<file path="config.mk">
export PLATFORM = sky130hd
export DESIGN_NAME = tagged_iir_smoother
export DESIGN_NICKNAME = d
export VERILOG_FILES = /design/src/rtl/smth_pkg.sv /design/src/rtl/smth_lane.sv /design/src/rtl/smth_route.sv /design/src/rtl/tagged_iir_smoother.sv
export SDC_FILE = /design/constraint.sdc
export NUM_CORES = 1
export LEC_CHECK = 0
export BUFFER_PORTS_ARGS = -buffer_cell sky130_fd_sc_hd__clkbuf_2
export CORE_ASPECT_RATIO = 1.5
export CORE_MARGIN = 2
export CORE_UTILIZATION = 30
export CTS_CLUSTER_DIAMETER = 80
export CTS_CLUSTER_SIZE = 30
export DETAILED_ROUTE_END_ITERATION = 12
export PLACE_DENSITY = 0.56
export SYNTH_ARGS = -nofsm -noshare
export SYNTH_HDL_FRONTEND = slang
export SYNTH_SLANG_ARGS = --single-unit
</file>
<file path="constraint.sdc">
create_clock -name clk -period 5.95 [get_ports clk]
set_clock_uncertainty 0.15 [all_clocks]
set_input_delay 0.595 -clock clk [delete_from_list [all_inputs] [get_ports clk]]
set_output_delay 0.595 -clock clk [all_outputs]
set_load 0.02 [all_outputs]
</file>
<file path="src/rtl/smth_pkg.sv">
package smth_pkg;

    typedef enum logic [0:0] {
        LANE_EMPTY = 1'b0,
        LANE_TRACK = 1'b1
    } lane_state_t;

    // Shift codes that select a coefficient: 1,2,3,4 and 6.
    function automatic logic code_ok(input logic [2:0] code);
        unique case (code)
            3'd1, 3'd2, 3'd3, 3'd4, 3'd6: code_ok = 1'b1;
            default:                      code_ok = 1'b0;
        endcase
    endfunction

endpackage

</file>
<file path="src/rtl/smth_lane.sv">
module smth_lane
    import smth_pkg::*;
#(
    parameter int TAG_W   = 4,
    parameter int DATA_W  = 12,
    parameter int FCODE_W = 3,
    parameter int FRAC_W  = 6
) (
    input  logic               clk,
    input  logic               rst_n,
    input  logic               clr,
    input  logic [TAG_W-1:0]   bind_tag,
    input  logic [FCODE_W-1:0] fcode,
    input  logic               smp_valid,
    input  logic [TAG_W-1:0]   smp_tag,
    input  logic [DATA_W-1:0]  smp_data,
    input  logic               claim_ok,
    output logic               match,
    output logic               take,
    output logic [DATA_W-1:0]  result,
    output logic               is_empty
);

    localparam int ACC_W = DATA_W + FRAC_W;
    localparam logic [ACC_W:0] HALF = (ACC_W+1)'(1) << (FRAC_W - 1);
    localparam logic [TAG_W-1:0] TAG_PARK = '1;

    lane_state_t        state_q, state_d, state_eff;
    logic [ACC_W-1:0]   acc_q, acc_d, seed;
    logic signed [ACC_W:0] diff;
    logic               enabled;

    assign enabled = (bind_tag != TAG_PARK) && code_ok(3'(fcode));
    assign match   = enabled && smp_valid && (smp_tag == bind_tag);
    assign take    = match && claim_ok;
    assign seed    = {smp_data, {FRAC_W{1'b0}}};
    assign diff    = $signed({1'b0, seed}) - $signed({1'b0, acc_q});

    // State register
    always_ff @(posedge clk or negedge rst_n) begin
        if (!rst_n) begin
            state_q <= LANE_EMPTY;
            acc_q   <= '0;
        end else begin
            state_q <= state_d;
            acc_q   <= acc_d;
        end
    end

    // Next state: clear wins over history, a coincident sample then seeds.
    always_comb begin
        state_eff = clr ? LANE_EMPTY : state_q;
        state_d   = state_eff;
        acc_d     = acc_q;
        if (take) begin
            unique case (state_eff)
                LANE_EMPTY: begin
                    acc_d   = seed;
                    state_d = LANE_TRACK;
                end
                LANE_TRACK: begin
                    acc_d   = ACC_W'($signed({1'b0, acc_q}) + (diff >>> fcode));
                    state_d = LANE_TRACK;
                end
            endcase
        end
    end

    // Outputs
    always_comb begin
        is_empty = (state_q == LANE_EMPTY);
        result   = DATA_W'(({1'b0, acc_d} + HALF) >> FRAC_W);
    end

endmodule

</file>
<file path="src/rtl/smth_route.sv">
module smth_route #(
    parameter int LANES  = 2,
    parameter int TAG_W  = 4,
    parameter int DATA_W = 12
) (
    input  logic                     clk,
    input  logic                     rst_n,
    input  logic                     in_valid,
    input  logic [TAG_W-1:0]         in_tag,
    input  logic [DATA_W-1:0]        in_data,
    input  logic [LANES-1:0]         take,
    input  logic [LANES*DATA_W-1:0]  lane_result,
    output logic                     out_valid,
    output logic [TAG_W-1:0]         out_tag,
    output logic [DATA_W-1:0]        out_data
);

    logic [DATA_W-1:0] sel_data;

    always_comb begin
        sel_data = in_data;
        for (int i = 0; i < LANES; i++) begin
            if (take[i]) sel_data = lane_result[i*DATA_W +: DATA_W];
        end
    end

    always_ff @(posedge clk or negedge rst_n) begin
        if (!rst_n) begin
            out_valid <= 1'b0;
            out_tag   <= '0;
            out_data  <= '0;
        end else begin
            out_valid <= in_valid;
            out_tag   <= in_tag;
            out_data  <= sel_data;
        end
    end

endmodule

</file>
<file path="src/rtl/tagged_iir_smoother.sv">
module tagged_iir_smoother #(
    parameter int LANES   = 2,
    parameter int TAG_W   = 4,
    parameter int DATA_W  = 12,
    parameter int FCODE_W = 3,
    parameter int FRAC_W  = 6
) (
    input  logic                     clk,
    input  logic                     rst_n,
    input  logic                     clr,
    input  logic                     in_valid,
    input  logic [TAG_W-1:0]         in_tag,
    input  logic [DATA_W-1:0]        in_data,
    input  logic [LANES*TAG_W-1:0]   cfg_tag,
    input  logic [LANES*FCODE_W-1:0] cfg_code,
    output logic                     out_valid,
    output logic [TAG_W-1:0]         out_tag,
    output logic [DATA_W-1:0]        out_data
);

    logic [LANES-1:0]        lane_match;
    logic [LANES-1:0]        lane_take;
    logic [LANES-1:0]        lane_claim;
    logic [LANES-1:0]        lane_empty;
    logic [LANES*DATA_W-1:0] lane_result;

    for (genvar g = 0; g < LANES; g++) begin : g_lane
        if (g == 0) begin : g_head
            assign lane_claim[g] = 1'b1;
        end else begin : g_tail
            assign lane_claim[g] = lane_claim[g-1] & ~lane_match[g-1];
        end

        smth_lane #(
            .TAG_W  (TAG_W),
            .DATA_W (DATA_W),
            .FCODE_W(FCODE_W),
            .FRAC_W (FRAC_W)
        ) u_lane (
            .clk      (clk),
            .rst_n    (rst_n),
            .clr      (clr),
            .bind_tag (cfg_tag[g*TAG_W +: TAG_W]),
            .fcode    (cfg_code[g*FCODE_W +: FCODE_W]),
            .smp_valid(in_valid),
            .smp_tag  (in_tag),
            .smp_data (in_data),
            .claim_ok (lane_claim[g]),
            .match    (lane_match[g]),
            .take     (lane_take[g]),
            .result   (lane_result[g*DATA_W +: DATA_W]),
            .is_empty (lane_empty[g])
        );
    end

    smth_route #(
        .LANES (LANES),
        .TAG_W (TAG_W),
        .DATA_W(DATA_W)
    ) u_route (
        .clk        (clk),
        .rst_n      (rst_n),
        .in_valid   (in_valid),
        .in_tag     (in_tag),
        .in_data    (in_data),
        .take       (lane_take),
        .lane_result(lane_result),
        .out_valid  (out_valid),
        .out_tag    (out_tag),
        .out_data   (out_data)
    );

endmodule

</file>
# Word level (Yosys, flattened, before mapping)
# Index checks and enable logic that the tools add are counted.
[totals]
memories = 0
latch_bits = 0
ram_bits = 0
elab_cells = 53
out_inout_bits = 17
romBits = 0
regBits = 55
[classes]
order_cmp = 0
n_reduce_logical = 9
n_mux = 12
multipliers = 0
addsub = 6
n_eq_ne = 14
shifts = 2
bitwise_logic = 3
div = 0
[op_table]
columns = ["op", "count"]
rows = [
  ["$pmux 18 s2", 2],
  ["$sshr 19x3->18", 2],
  ["$sub 18x18->19", 2],
  ["$add 18x18->18", 2],
  ["$add 18x6->18 const B", 2],
  ["$mux 18", 2],
  ["$mux 12", 2],
  ["$eq 3x2->1 const B", 4],
  ["$eq 3x3->1 const B", 4],
  ["$reduce_or 5->1", 2],
  ["$eq 4x4->1", 2],
  ["$ne 4x4->1 const B", 2],
  ["$logic_and 1x1->1", 7],
  ["$eq 3x1->1 const B", 2],
  ["$mux 1", 6],
  ["$not 1->1", 3],
]

# Depth between registers and ports, before layout
[depth]
word_depth = 11
ltp_mapped = 25

# Modules after synthesis
# Synthesis repeated with hierarchy kept, for this count alone.
[hier_totals]
cells_unflattened = 952
hier_area_um2 = 7478.4
[modules_own_cells]
columns = ["mod", "n_inst", "cells_each", "seq_area_each_um2", "area_each_um2"]
rows = [
  ["smth_lane (g_lane[0].u_lane)", 1, 445, 475.5, 3410.8],
  ["smth_lane (g_lane[1].u_lane)", 1, 449, 475.5, 3384.5],
  ["smth_route", 1, 56, 425.4, 675.6],
  ["tagged_iir_smoother", 1, 2, 0.0, 7.5],
]

# Least setup slack after synthesis
# Ideal clock, no wire load.
[synth_timing]
path_type = "input to register"
start = "input in_data[2]"
end = "register u_route.out_data[11]"
t_arrival_ns = 5.271
stages = 22
path_buffers = 0
t_required_ns = 5.673
setup_slack_ns = 0.401
path_cell_list = "ha_1 > or3_1 > a311o_1 > nand3_1 > a31oi_1 > o21ai_0 > nand2b_1 > xnor2_1 > o21a_1 > mux2i_1 > mux2_2 > ha_1 > nand4_1 > or4b_1 > and4_1 > o21a_1 > o311a_1 > o221a_2 > and4_1 > and4_1 > mux2i_1 > nand3_2"
[synth_between]
elab_chain_cells = 8
[synth_rtl]
columns = ["item", "line_no", "source"]
rows = [
  ["start, declared", "tagged_iir_smoother.sv:13", "input logic [DATA_W-1:0] in_data,"],
  ["$sub 18x18->19", "smth_lane.sv:37", "assign diff = $signed({1'b0, seed}) - $signed({1'b0, acc_q});"],
  ["$sshr 19x3->18", "smth_lane.sv:62", "acc_d = ACC_W'($signed({1'b0, acc_q}) + (diff >>> fcode));"],
  ["$add 18x18->18", "smth_lane.sv:62", ""],
  ["$pmux 18 s2", "smth_lane.sv:56", "unique case (state_eff)"],
  ["$mux 18", "smth_lane.sv:55", "if (take) begin"],
  ["$add 18x6->18", "smth_lane.sv:72", "result = DATA_W'(({1'b0, acc_d} + HALF) >> FRAC_W);"],
  ["$mux 12", "smth_route.sv:23", "if (take[i]) sel_data = lane_result[i*DATA_W +: DATA_W];"],
  ["$mux 12 *", "smth_route.sv:23", ""],
  ["via u_route.sel_data[11]", "smth_route.sv:18", "logic [DATA_W-1:0] sel_data;"],
  ["end signal, assigned", "smth_route.sv:35", "out_data <= sel_data;"],
  ["end, declared", "smth_route.sv:15", "output logic [DATA_W-1:0] out_data"],
]
# The timed path passes the listed nets; every way through them passes the cells marked *.

# Worst setup path in the final report
[layout_timing]
start = "register g_lane[1].u_lane.acc_q[8]"
end = "register u_route.out_data[11]"
[layout_between]
elab_chain_cells = 7
[layout_rtl]
columns = ["item", "line_no", "source"]
rows = [
  ["start, declared", "smth_lane.sv:29", "logic [ACC_W-1:0] acc_q, acc_d, seed;"],
  ["start signal, assigned", "smth_lane.sv:43", "acc_q <= '0;"],
  ["start signal, assigned", "smth_lane.sv:46", "acc_q <= acc_d;"],
  ["$sub 18x18->19", "smth_lane.sv:37", ""],
  ["$sshr 19x3->18", "smth_lane.sv:62", ""],
  ["$add 18x18->18", "smth_lane.sv:62", ""],
  ["$pmux 18 s2", "smth_lane.sv:56", ""],
  ["$mux 18 *", "smth_lane.sv:55", ""],
  ["$add 18x6->18 *", "smth_lane.sv:72", ""],
  ["$mux 12 *", "smth_route.sv:23", ""],
  ["via u_route.sel_data[11]", "smth_route.sv:18", ""],
]
# Marked as above.

==> results.py <==
metrics = {
    "synthesis": {
        "synthTopCellsByArea": "dfrtp_1, ha_1, mux2i_1, a21oi_1, o21ai_0",
        "synth_edf_count": 0,
        "ys_seq_elements": 55,
        "synth-compound-area-share_pct": 26.9,
        "synth_area_per_cell_um2": 7.63,
        "netlist_instances": 977,
        "synth.top_cell.area_share_pct": 18.5,
        "synthArstFlopShare_pct": 100,
        "synth_xor_area_share_pct": 7.29,
        "synth_top_cell_by_area": "dfrtp_1",
        "yosys.area_share.adder_pct": 11.3,
        "synth-simple-area-share_pct": 22.1,
        "synth_top_family_by_area": "compound AO/OA/AOI/OAI gates",
        "synth_ff_type": "dfrtp_1",
        "ys_types": 77,
        "syn_area_mm2": 0.00745,
        "synth_nets": 1077,
        "seq_area_frac_synth_pct": 18.5,
        "synthMuxAreaShare_pct": 8.97,
        "yosys_warnings": 0,
    },
    "power_and_ir_drop": {
        "powerDensity_mw_per_mm2": 473,
        "p_leak_nw": 3.79,
        "ir_worst_vdd_mv": 0.185,
    },
    "setup_path": {
        "timing.critical_path.required_ps": 6000,
        "crit_start": "g_lane[1].u_lane.acc_q[8]",
        "reg2reg_to": "u_route.out_data[11]",
        "path_class": "reg2reg",
        "r2r_slack_ps": 280,
        "crit_path_end": "u_route.out_data[11]",
        "worstSetupEndpointType": "flop",
        "worst_setup_path_start_kind": "flop",
        "reg2reg_from": "g_lane[1].u_lane.acc_q[8]",
        "crit_path_max_fanout": 5,
        "arrival_ps": 5720,
        "reg2reg_depth": 23,
    },
    "sta": {
        "finalCriticalPeriod_ps": 5670,
        "max_slew_margin_pct": 34.9,
        "report.final.slew_viol_count": 0,
        "worstMarginPinSlew_ps": 976,
        "hold_violations": 0,
        "final-setup-viol-count": 0,
        "period_share_pct": 95.3,
        "tns_ps": 0,
        "clock.fmax_ghz": 0.176,
        "setup_ws_ps": 278,
    },
    "placement": {
        "portBuffers": 50,
        "post-place-cells": 1366,
        "place_ws_ps": -142,
        "finalWeightedCongestion": 0.918,
        "place_hpwl_um": 19400,
    },
    "die": {
        "die_w_um": 133,
        "floorplan.initialDensity_pct": 30.5,
        "pin_count": 51,
        "die_area_mm2": 0.0261,
        "fp.coreArea_mm2": 0.0244,
        "die_height_um": 197,
        "rows": 70,
    },
    "cells_and_area": {
        "syn_to_final_growth_pct": 15.3,
        "fillers": 2571,
        "post-route-util_pct": 35.2,
        "nets": 1150,
        "diodes": 0,
        "drive_above_1_share_pct": 16.4,
        "final_cells": 1375,
    },
    "clocking": {
        "clk_pin_slew_worst_paths_ps": 80,
        "cts.sinks": 55,
        "clk_latency_ps": 310,
        "root_buffer": "clkbuf_16",
        "cts_buffer_depth": 2,
        "cts.htree.levels": 2,
        "postCtsHoldBufs": 0,
        "cts_tree": "built",
        "cts_buffers": 5,
    },
    "grt": {
        "gr-total-overflow": 0,
        "antenna_found_initial": 0,
        "grt_max_degree": 56,
        "grt_pass1_vias": 7679,
        "grt_pass1_wl_um": 38800,
        "track_usage_pct": 18.5,
    },
    "hold_path": {
        "hold_path_depth": 1,
        "hold_class": "in2reg",
        "worstHoldStart": "in_valid",
    },
    "routing": {
        "wire_per_inst_um": 17.6,
        "finalWirelength_um": 24200,
        "viasPerCell": 5.48,
        "vias": 7531,
        "drt_iter0_drc": 523,
        "first_pass_iters": 6,
        "drcViolationCount": 0,
        "antenna_left": 0,
    },
    "run_status": {
        "outcome": "complete, no violations",
    },
    "run": {
        "max-cap-violations": 0,
    },
}
==> where the power goes <==
part / internal, mW / leakage (nW) / switching, mW
sequential: 0.459 / 0.667 / 0.0806
combinational: 1.37 / 3.04 / 1.79
clock: 0.200 / 0.0838 / 0.161
total: 2.03 / 3.79 / 2.03
==> synthesized netlist by cell type, types with 4 or more instances <==
cell type  count
xor2_1        17
and3_1        15
nor4b_1        4
nor2b_1        8
or3_1          8
nand2_1       95
o31a_1         8
nor3_1        20
buf_4          4
nor4_1         8
a21o_1        18
dfrtp_1       55
xnor2_1       45
or2_2          4
a21boi_0       6
nor2_1        73
o31ai_1       15
nand2b_1       9
a31oi_1       13
buf_1          7
o21a_1        19
nand4_1       22
mux2_2        18
and2_1         6
o211ai_1      14
o22ai_1        6
o21bai_1       6
mux2i_1       45
inv_1         42
clkbuf_1      27
nand3b_1       4
buf_2          8
o21ai_0       79
a211oi_1      14
and4_1         7
nand3_1       23
a21oi_1       84
ha_1          64
or4_1          5
==> worst min path at each step <==
stage / endpoint
after CTS: u_route.out_valid
after global placement: g_lane[1].u_lane.acc_q[9]
after global routing: u_route.out_valid
final: u_route.out_valid
after floorplan: g_lane[0].u_lane.acc_q[0]
after detailed placement: g_lane[1].u_lane.acc_q[9]
==> area by class of cell <==
type	count	area [um2]	area share (%)
flip-flops and latches	55	1380	16.0
inverters	44	165	1.92
clock buffers	5	125	1.46
clock inverters	3	43.8	0.510
well taps	324	405	4.72
multi-input cells	831	5750	67.0
repair buffers	113	723	8.41
==> state kept, by name, summed over array words and instances, names as in the netlist <==
signal / cells
u_route.out_tag: 4
g_lane.u_lane.state_q: 2
g_lane.u_lane.acc_q: 36
u_route.out_data: 12
u_route.out_valid: 1
==> layer usage <==
layer	part of all wire (%)	wire, um	GRT usage [%]	vias up
met1	39	9350	19.1	3581
met2	55	13400	37.2	133
li1	-	-	-	3769
met3	1.7	422	1.08	48
met4	4.0	974	9.12	0
met5	0	0	0	-
==> critical path: stages (launching register included) <==
cell,delay (ps)
dfrtp_1,390
inv_1,90
ha_1,190
or3_1,380
a311o_1,370
nand3_1,130
a31oi_1,130
o21ai_1,140
nand2b_1,100
xnor2_2,190
o21a_1,150
mux2i_1,90
mux2_2,290
ha_1,310
nand4_1,170
or4b_4,540
and4_1,230
o21a_1,170
o311a_1,330
o221a_2,320
and4_1,250
and4_1,200
mux2i_1,180
nand3_2,80
==> cells by family after synthesis <==
group                      count (synthesis)
muxes                                     64
DFF                                       55
AOI/OAI and AO/OA                        314
xor gates and xnor gates                  62
buffers and inverters                     91
adders and majority gates                 66
and+or+nand+nor                          325
==> metrics by stage <==
stage	hold WS, ps	area, um2	total power [mW]
6_report	277	8590	4.06
5_1_grt	271	8590	4.45
4_1_cts	268	8540	4.02
3_5_place_dp	371	8370	3.64
3_3_place_gp	375	8370	3.62
2_1_floorplan	149	7450	2.76
==> layout by cell type (no fill, tap or decap), types with 23 or more instances in the layout <==
| cell type | count |
|---|---|
| a21oi_1 | 84 |
| inv_1 | 42 |
| buf_4 | 63 |
| mux2i_1 | 45 |
| ha_1 | 64 |
| clkbuf_2 | 50 |
| o21ai_0 | 75 |
| nand2_1 | 95 |
| nand3_1 | 23 |
| nor2_1 | 72 |
| xnor2_1 | 44 |
| dfrtp_1 | 54 |
==> repair_timing <==
item	in CTS	in global routing
endpoints found under the hold margin	0	0
resized for setup	0	13
buffers inserted	0	1
endpoints found under the setup margin	0	7
(Power assumes the default switching activity.)
